## src/rtl/flash_poll_pkg.sv

```systemverilog
package flash_poll_pkg;

   typedef enum logic [2:0] {
      PH_DB_RUN,
      PH_DB_CONF,
      PH_TG_PRIME,
      PH_TG_RUN,
      PH_TG_CPRIME,
      PH_TG_CCMP
   } poll_phase_e;

   typedef enum logic [1:0] {
      ACT_READ,
      ACT_PASS,
      ACT_FAIL
   } poll_act_e;

   typedef struct packed {
      poll_act_e   act;
      poll_phase_e next_ph;
      logic        counted;
   } poll_step_t;

   typedef enum logic [1:0] {
      CS_IDLE,
      CS_ISSUE,
      CS_WAIT
   } ctl_state_e;

   typedef enum logic [1:0] {
      RP_IDLE,
      RP_REQ,
      RP_WAIT
   } rp_state_e;

endpackage

```

## src/rtl/poll_read_port.sv

```systemverilog
module poll_read_port
   import flash_poll_pkg::*;
#(
   parameter int AW = 18,
   parameter int DW = 8
) (
   input  logic          clk,
   input  logic          rst_n,
   input  logic          issue_i,
   input  logic [AW-1:0] addr_i,
   output logic          rd_req_o,
   output logic [AW-1:0] rd_addr_o,
   input  logic          rd_ready_i,
   input  logic          rd_valid_i,
   input  logic [DW-1:0] rd_data_i,
   output logic          rsp_valid_o,
   output logic [DW-1:0] rsp_data_o
);

   rp_state_e     st;
   logic [AW-1:0] addr_q;

   always_ff @(posedge clk or negedge rst_n) begin
      if (!rst_n) begin
         st     <= RP_IDLE;
         addr_q <= '0;
      end else begin
         unique case (st)
            RP_IDLE: if (issue_i) begin
               addr_q <= addr_i;
               st     <= RP_REQ;
            end
            RP_REQ:  if (rd_ready_i) st <= RP_WAIT;
            RP_WAIT: if (rd_valid_i) st <= RP_IDLE;
            default: st <= RP_IDLE;
         endcase
      end
   end

   assign rd_req_o    = (st == RP_REQ);
   assign rd_addr_o   = addr_q;
   assign rsp_valid_o = (st == RP_WAIT) && rd_valid_i;
   assign rsp_data_o  = rd_data_i;

endmodule

```

## src/rtl/poll_decider.sv

```systemverilog
module poll_decider
   import flash_poll_pkg::*;
(
   input  poll_phase_e phase_i,
   input  logic        done_bit_i,
   input  logic        tog_bit_i,
   input  logic        err_bit_i,
   input  logic        exp_bit_i,
   input  logic        prev_tog_i,
   output poll_step_t  step_o
);

   always_comb begin
      step_o = '{act: ACT_FAIL, next_ph: phase_i, counted: 1'b0};
      unique case (phase_i)
         PH_DB_RUN: begin
            if (done_bit_i == exp_bit_i)
               step_o.act = ACT_PASS;
            else if (!err_bit_i) begin
               step_o.act     = ACT_READ;
               step_o.counted = 1'b1;
            end else begin
               step_o.act     = ACT_READ;
               step_o.next_ph = PH_DB_CONF;
            end
         end
         PH_DB_CONF:
            step_o.act = (done_bit_i == exp_bit_i) ? ACT_PASS : ACT_FAIL;
         PH_TG_PRIME: begin
            step_o.act     = ACT_READ;
            step_o.next_ph = PH_TG_RUN;
         end
         PH_TG_RUN: begin
            if (tog_bit_i == prev_tog_i)
               step_o.act = ACT_PASS;
            else if (!err_bit_i) begin
               step_o.act     = ACT_READ;
               step_o.counted = 1'b1;
            end else begin
               step_o.act     = ACT_READ;
               step_o.next_ph = PH_TG_CPRIME;
            end
         end
         PH_TG_CPRIME: begin
            step_o.act     = ACT_READ;
            step_o.next_ph = PH_TG_CCMP;
         end
         PH_TG_CCMP:
            step_o.act = (tog_bit_i == prev_tog_i) ? ACT_PASS : ACT_FAIL;
         default: step_o.act = ACT_FAIL;
      endcase
   end

endmodule

```

## src/rtl/poll_limit.sv

```systemverilog
module poll_limit #(
   parameter int CW       = 16,
   parameter bit LIMIT_EN = 1'b1
) (
   input  logic          clk,
   input  logic          rst_n,
   input  logic          clr_i,
   input  logic          inc_i,
   input  logic [CW-1:0] max_i,
   output logic          last_o
);

   localparam int XW = CW + 1;

   if (LIMIT_EN) begin : g_lim
      logic [CW-1:0] cnt;
      always_ff @(posedge clk or negedge rst_n) begin
         if (!rst_n)     cnt <= '0;
         else if (clr_i) cnt <= '0;
         else if (inc_i) cnt <= cnt + 1'b1;
      end
      assign last_o = (XW'(cnt) + XW'(1)) >= XW'(max_i);
   end else begin : g_nolim
      logic unused_lim;
      assign unused_lim = ^{clk, rst_n, clr_i, inc_i, max_i};
      assign last_o     = 1'b0;
   end

endmodule

```

## src/rtl/flash_done_poller.sv

```systemverilog
module flash_done_poller
   import flash_poll_pkg::*;
#(
   parameter int AW       = 18,
   parameter int DW       = 8,
   parameter int CW       = 16,
   parameter int DONE_BIT = 7,
   parameter int TOG_BIT  = 6,
   parameter int ERR_BIT  = 5,
   parameter bit LIMIT_EN = 1'b1
) (
   input  logic          clk,
   input  logic          rst_n,
   input  logic          start_i,
   input  logic          mode_i,
   input  logic [AW-1:0] addr_i,
   input  logic [DW-1:0] expect_i,
   input  logic [CW-1:0] max_polls_i,
   output logic          busy_o,
   output logic          done_o,
   output logic          pass_o,
   output logic          fail_o,
   output logic          rd_req_o,
   output logic [AW-1:0] rd_addr_o,
   input  logic          rd_ready_i,
   input  logic          rd_valid_i,
   input  logic [DW-1:0] rd_data_i
);

   if (AW < 1 || CW < 1) begin : g_bad_width
      $error("flash_done_poller: AW and CW must be positive");
   end
   if (DONE_BIT >= DW || TOG_BIT >= DW || ERR_BIT >= DW) begin : g_bad_bitpos
      $error("flash_done_poller: status bit position outside data width");
   end
   if (DONE_BIT == ERR_BIT || TOG_BIT == ERR_BIT) begin : g_bad_overlap
      $error("flash_done_poller: error bit must differ from status bits");
   end

   ctl_state_e    st;
   poll_phase_e   ph;
   logic [AW-1:0] addr_q;
   logic [CW-1:0] max_q;
   logic          exp_bit_q;
   logic          prev_q;
   logic          issue;
   logic          rsp_valid;
   logic [DW-1:0] rsp_data;
   poll_step_t    step;
   logic          lim_last;
   logic          accept;
   logic          unused_bits;

   assign accept      = (st == CS_IDLE) && start_i;
   assign issue       = (st == CS_ISSUE);
   assign busy_o      = (st != CS_IDLE);
   assign unused_bits = ^{expect_i, rsp_data};

   poll_read_port #(.AW(AW), .DW(DW)) u_port (
      .clk        (clk),
      .rst_n      (rst_n),
      .issue_i    (issue),
      .addr_i     (addr_q),
      .rd_req_o   (rd_req_o),
      .rd_addr_o  (rd_addr_o),
      .rd_ready_i (rd_ready_i),
      .rd_valid_i (rd_valid_i),
      .rd_data_i  (rd_data_i),
      .rsp_valid_o(rsp_valid),
      .rsp_data_o (rsp_data)
   );

   poll_decider u_dec (
      .phase_i   (ph),
      .done_bit_i(rsp_data[DONE_BIT]),
      .tog_bit_i (rsp_data[TOG_BIT]),
      .err_bit_i (rsp_data[ERR_BIT]),
      .exp_bit_i (exp_bit_q),
      .prev_tog_i(prev_q),
      .step_o    (step)
   );

   poll_limit #(.CW(CW), .LIMIT_EN(LIMIT_EN)) u_lim (
      .clk   (clk),
      .rst_n (rst_n),
      .clr_i (accept),
      .inc_i (rsp_valid && (step.act == ACT_READ) && step.counted),
      .max_i (max_q),
      .last_o(lim_last)
   );

   always_ff @(posedge clk or negedge rst_n) begin
      if (!rst_n) begin
         st        <= CS_IDLE;
         ph        <= PH_DB_RUN;
         addr_q    <= '0;
         max_q     <= '0;
         exp_bit_q <= 1'b0;
         prev_q    <= 1'b0;
         done_o    <= 1'b0;
         pass_o    <= 1'b0;
         fail_o    <= 1'b0;
      end else begin
         done_o <= 1'b0;
         pass_o <= 1'b0;
         fail_o <= 1'b0;
         unique case (st)
            CS_IDLE: if (start_i) begin
               addr_q    <= addr_i;
               max_q     <= max_polls_i;
               exp_bit_q <= expect_i[DONE_BIT];
               ph        <= mode_i ? PH_TG_PRIME : PH_DB_RUN;
               st        <= CS_ISSUE;
            end
            CS_ISSUE: st <= CS_WAIT;
            CS_WAIT: if (rsp_valid) begin
               prev_q <= rsp_data[TOG_BIT];
               if (step.act == ACT_READ) begin
                  if (step.counted && lim_last) begin
                     done_o <= 1'b1;
                     fail_o <= 1'b1;
                     st     <= CS_IDLE;
                  end else begin
                     ph <= step.next_ph;
                     st <= CS_ISSUE;
                  end
               end else begin
                  done_o <= 1'b1;
                  pass_o <= (step.act == ACT_PASS);
                  fail_o <= (step.act != ACT_PASS);
                  st     <= CS_IDLE;
               end
            end
            default: st <= CS_IDLE;
         endcase
      end
   end

endmodule

```

## config.mk

```make
export PLATFORM = sky130hd
export DESIGN_NAME = flash_done_poller
export DESIGN_NICKNAME = d
export VERILOG_FILES = /design/src/rtl/flash_poll_pkg.sv /design/src/rtl/poll_read_port.sv /design/src/rtl/poll_decider.sv /design/src/rtl/poll_limit.sv /design/src/rtl/flash_done_poller.sv
export SDC_FILE = /design/constraint.sdc
export NUM_CORES = 1
export LEC_CHECK = 0
export ABC_AREA = 1
export BUFFER_PORTS_ARGS = -buffer_cell sky130_fd_sc_hd__buf_2
export CAP_MARGIN = 40
export CORE_UTILIZATION = 55
export DETAILED_ROUTE_END_ITERATION = 8
export PLACE_DENSITY = 0.87
export REMOVE_ABC_BUFFERS = 1
export SLEW_MARGIN = 20
export SYNTH_ARGS = -nofsm -noshare
export SYNTH_HDL_FRONTEND = slang
export SYNTH_SLANG_ARGS = --single-unit
```

## constraint.sdc

```tcl
create_clock -name clk -period 3 [get_ports clk]
set_input_delay 0.6 -clock clk [delete_from_list [all_inputs] [get_ports clk]]
set_output_delay 0.6 -clock clk [all_outputs]
set_load 0.01 [all_outputs]
```

==> Word-level counts from Yosys, hierarchy flattened <==
Index checks and enable logic that the tools add are counted.
{ "totals": {"elab_cells": 98, "in_bits": 56, "output_inout_bits": 23, "regBits": 80} }
{ "classes": {"magnitude_cmp": 1, "n_reduce_logical": 19, "n_mux": 39, "n_eq_ne": 25, "addsub": 2} }
{ "op_table": {"columns": ["op", "n"], "rows": [
  ["2-to-1 mux 16 bit", 2],
  ["2-to-1 mux 2 bit", 9],
  ["2-to-1 mux 3 bit", 6],
  ["adder 16 x 1 -> 17 bit (second input constant)", 1],
  [">= comparator 17 x 16 -> 1 bit", 1],
  ["adder 16 x 1 -> 16 bit (second input constant)", 1],
  ["2-to-1 mux 1 bit", 14],
  ["!= test 2 bit (second input constant)", 6],
  ["!= test 3 bit (second input constant)", 4],
  ["case mux 2 bit (3 select lines)", 2],
  ["case mux 3 bit (4 select lines)", 1],
  ["case mux 2 bit (5 select lines)", 1],
  ["AND reduction 10 bit", 1],
  ["2-to-1 mux 4 bit", 2],
  ["AND reduction 2 bit", 4],
  ["equality test 2 x 1 -> 1 bit (second input constant)", 3],
  ["equality test 3 x 2 -> 1 bit (second input constant)", 2],
  ["equality test 3 bit (second input constant)", 2],
  ["zero test 2 bit", 3],
  ["case mux 3 bit (2 select lines)", 1],
  ["nonzero test 2 bit", 3],
  ["logical AND 1 bit", 5],
  ["!= test 5 x 1 -> 1 bit (second input constant)", 1],
  ["equality test 2 bit (second input constant)", 2],
  ["7 further kinds", 9]
]} }

==> Depth between registers and ports, before layout <==
{ "logic_depth": {"ltp_word": 8, "depth_mapped": 21, "ltp_nobuf": 21} }

==> Hierarchy <==
A second synthesis with hierarchy kept.
{ "unflattened": {"cells_unflattened": 547, "hier_area_um2": 4285.4} }
{ "by_module_without_submodules": {"columns": ["mod", "seq_area_each_um2", "area_per_inst_um2", "instances", "cells_per_inst"], "rows": [
  ["flash_done_poller", 1101.1, 1740.4, 1, 199],
  ["poll_limit", 400.4, 1463.9, 1, 209],
  ["poll_read_port", 500.5, 885.8, 1, 98],
  ["poll_decider", 0.0, 195.2, 1, 41]
]} }

==> Least setup slack after synthesis <==
Ideal clock, no wire load.
{ "synth_timing": {"path_type": "reg2reg", "from": "register u_lim.g_lim.cnt[0]", "to": "register st[0]", "synth_period_minus_slack_ns": 2.455, "path_stages_with_launch": 20, "setup_ns": 0.126, "slack_ns": 0.545, "required_time_ns": 2.874, "path_buffers": 0, "arrival_ns": 2.330, "path_cell_list": "dfrtp_1 ha_1 nand3_2 nor2_4 nand3_1 nor2_1 xor2_1 inv_1 ha_1 nand2_1 nor2_1 nand2_1 nor2_1 nand3_1 nand2_1 nor2_1 nand2_1 nand2_1 nand2_1 a21oi_2"} }
{ "synth_between": {"elab_chain_cells": 7} }
{ "synth_lines": {"columns": ["element", "line", "rtl"], "rows": [
  ["from (decl)", "poll_limit.sv:16", "logic [CW-1:0] cnt;"],
  ["from (signal assigned)", "poll_limit.sv:20", "else if (inc_i) cnt <= cnt + 1'b1;"],
  ["adder 16 x 1 -> 17 bit", "poll_limit.sv:22", "assign last_o = (XW'(cnt) + XW'(1)) >= XW'(max_i);"],
  [">= comparator 17 x 16 -> 1 bit", "poll_limit.sv:22", null],
  ["logical AND 1 bit", "flash_done_poller.sv:119", "if (step.counted && lim_last) begin"],
  ["2-to-1 mux 1 bit", "flash_done_poller.sv:119", null],
  ["2-to-1 mux 2 bit", "flash_done_poller.sv:118", "if (step.act == ACT_READ) begin"],
  ["2-to-1 mux 2 bit", "flash_done_poller.sv:116", "CS_WAIT: if (rsp_valid) begin"],
  ["case mux 2 bit (3 select lines)", "flash_done_poller.sv:107", "unique case (st)"],
  ["to (signal assigned)", "flash_done_poller.sv:113", "st <= CS_ISSUE;"],
  ["to (signal assigned)", "flash_done_poller.sv:115", "CS_ISSUE: st <= CS_WAIT;"],
  ["to (signal assigned)", "flash_done_poller.sv:122", "st <= CS_IDLE;"],
  ["to (decl)", "flash_done_poller.sv:40", "ctl_state_e st;"]
]} }
No other way between the ends. The select of a mux whose other input is x is not followed.
A chain may end at the register's enable or synchronous reset.

==> Worst setup path in the final report <==
Ends and elaborated chain as after synthesis.

==> results.yml <==
drt:
  drt_pass1_iterations: 4
  routed_via_density: 5.147
  detail-route-antenna-nets: 0
  wl_per_cell_um: 13.34
  finalWirelength_um: 8832
  drt-initial-drc-count: 131
  drc: 0
  num_vias: 3407
cts:
  clk_pin_slew_worst_paths_ns: 0.09
  cts-root-buf: "clkbuf_8"
  numCtsBuffers: 9
  cts_hold_buffers: 0
  numClockSinks: 80
  cts_tree: "done"
  clkLatencyLatePin_ns: 0.35
  htreeDepth: 3
  cts.path.max_buffers: 2
hold_path:
  hold_path_class: "in2async"
timing:
  rsz0062_at_grt: "false"
  tightest_slew_ns: 0.7512
  whs_ns: 0.1845
  setup_viol: 0
  drv_slew: 0
  relSlewSlack_pct: 49.92
  hold_viol_final: 0
  fin_crit_ns: 2.710
  finalClockSkew_ns: 0.009372
  fin_crit_sh_pct: 90.32
  fmax_mhz: 369.1
  tns_ns: 0
floorplanning:
  die_h_um: 88.51
  die_w_um: 88.51
  dieArea_sq_um: 7834
  core_sq_um: 7253
  rows: 31
  initial_core_util_pct: 56.75
  io_pins: 79
synthesis:
  yosysUniqueCellTypes: 33
  synth-seq-cells: 80
  yosys_warnings: 0
  syn_avg_cell_area_sq_um: 8.418
  synthesis.instances: 489
  synth_area_sq_um: 4116
  ys_seq_area_share_pct: 48.63
cells_and_area:
  design_area_sq_um: 4787
  diodes: 0
  fillCellCount: 585
  multi_input_area_sq_um: 1727
  regArea_sq_um: 2003
  drive_gt1_share_pct: 22.56
  nNetsFinal: 631
  area_growth_pct: 16.29
global_route:
  grt_max_degree: 76
  grt_usage_pct: 24.19
  grt_pass1_wl_um: 14500
  grt-ovfl-total: 0
  grt_pass1_vias: 3305
  antenna_found_initial: 0
pwr:
  ir_worst_vdd_mv: 0.2982
  p_leak_nw: 2.663
  power.total_mw: 3.960
  powerDensity_nw_per_um2: 827.2
run:
  cap_viol_max_count: 0
worst_setup_path:
  critPathRequiredTime_ns: 3.23
  path_class: "reg2reg"
  worstPathArrival_ns: 2.94
  cp_max_fo: 5
  worst_setup_path_start_kind: "flop"
  cp-end-kind: "flop"
run_status:
  status: "complete, no violations"
place:
  place_area_sq_um: 4566
  port_buffers: 66
  dp_hpwl_um: 6319
  gp_congestion: 0.8799
timing repair:
| action | CTS | global route |
|---|---|---|
| setup buffers | 0 | 1 |
| endpoints found under the setup margin | 0 | 3 |
| endpoints found under the hold margin | 0 | 0 |
| gates resized for setup | 0 | 2 |
power by group:
part           internal (mW)  switching [mW]
Combinational          0.526           0.967
Clock                  0.415           0.405
Sequential              1.47           0.177
Total                   2.41            1.55
per-layer routing:
layer	part of all wire [%]	global-route usage [%]
met4	3.3	10.70
met5	0	0
met1	43	29.00
met3	3.6	5.504
met2	50	41.68
cell families after synthesis:
group / Yosys count / share of synthesized area [%]
compound gates: 90 / 13.31
xor+xnor: 12 / 2.553
fa+ha+maj: 17 / 5.167
buf+inv: 101 / 9.666
flops: 80 / 48.63
mux: 2 / 0.5471
simple gates: 187 / 20.12
final cells by class:
type / instances / share of cell area (%)
inverters: 88 / 6.900
clock inverters: 5 / 1.333
multi-input cells: 308 / 36.07
flip-flops and latches: 80 / 41.85
well taps: 99 / 2.588
clock buffers: 11 / 2.953
repair buffers: 71 / 8.312
worst max-delay path, stage by stage, from the launching register on:
cell,delay [ns]
dfrtp_2,0.43
ha_1,0.25
nand3_4,0.12
nor2_4,0.12
nand3_1,0.12
nor2_1,0.13
xor2_1,0.23
inv_1,0.08
ha_1,0.30
nand2_1,0.07
nor2_1,0.10
nand2_1,0.06
nor2_1,0.08
nand3_1,0.08
nand2_1,0.07
nor2_1,0.04
nand2_1,0.07
nand2_1,0.09
nand2_1,0.09
a21oi_2,0.05
final timing paths:
check | end | slack [ns] | startpoint | cells past startpoint
worst max-delay path | st[0]$_DFFE_PN0P_ | 0.29 | u_lim.g_lim.cnt[0]$_DFFE_PN0P_ | 19
worst min-delay path | max_q[4]$_DFFE_PN0P_ | 0.18 | rst_n | 1
worst max register to register | st[0]$_DFFE_PN0P_ | 0.29 | u_lim.g_lim.cnt[0]$_DFFE_PN0P_ | 19
worst min register to register | u_port.rd_addr_o[9]$_DFFE_PN0P_ | 0.48 | u_port.rd_addr_o[9]$_DFFE_PN0P_ | 2
max in group asynchronous | u_lim.g_lim.cnt[0]$_DFFE_PN0P_ | 2.24 | rst_n | 2
min in group clk | u_port.st[1]$_DFFE_PN0P_ | 0.47 | rd_valid_i | 2
cells in the mapped netlist (all sizes together):
cell type / number / share of area (%)
nand2: 100 / 9.7
nand4: 1 / 0.15
o31ai: 1 / 0.18
ha: 17 / 5.2
nor3: 1 / 0.12
dfrtp: 80 / 49
a21oi: 46 / 6.0
clkbuf: 3 / 0.27
nand3b: 1 / 0.18
nor2: 58 / 6.2
xor2: 10 / 2.1
o211ai: 1 / 0.30
o21ai: 32 / 4.1
buf: 10 / 1.4
mux2: 2 / 0.55
inv: 88 / 8.0
nand3: 25 / 3.6
xnor2: 2 / 0.43
o21bai: 1 / 0.18
o22ai: 8 / 2.4
or3: 1 / 0.15
a21o: 1 / 0.18
cell usage in the layout (no fill, tap or decap), types with 2 or more instances in the layout:
| master | count |
|---|---|
| buf_4 | 4 |
| xor2_1 | 10 |
| nand3_2 | 4 |
| mux2_2 | 2 |
| clkbuf_8 | 10 |
| inv_2 | 5 |
| ha_1 | 17 |
| buf_2 | 65 |
| o21ai_2 | 2 |
| nand2_1 | 92 |
| inv_6 | 2 |
| o22ai_2 | 8 |
| nand3_1 | 20 |
| nor2_1 | 51 |
| o21ai_0 | 29 |
| inv_1 | 83 |
| nor2_4 | 4 |
| nor2_2 | 3 |
| nand2_2 | 7 |
| a21oi_1 | 44 |
| xnor2_1 | 2 |
| dfrtp_1 | 79 |
flip-flops by register name (all words and copies together) (netlist names):
| name | cells |
|---|---|
| addr_q | 18 |
| done_o | 1 |
| exp_bit_q | 1 |
| fail_o | 1 |
| max_q | 16 |
| pass_o | 1 |
| ph | 3 |
| prev_q | 1 |
| st | 2 |
| u_lim.g_lim.cnt | 16 |
| u_port.rd_addr_o | 18 |
| u_port.st | 2 |
metrics by stage:
step | utilization (%) | std cells | worst slack (ns)
2_1_floorplan | - | 476 | 0.2265
3_3_place_gp | 62.36 | 643 | 0.2939
3_5_place_dp | 62.95 | 645 | 0.2200
4_1_cts | 65.78 | 661 | 0.1782
5_1_grt | 66.00 | 662 | 0.002234
6_report | 66.00 | 662 | 0.2904
Note: power is estimated with default switching activity, not from simulation.
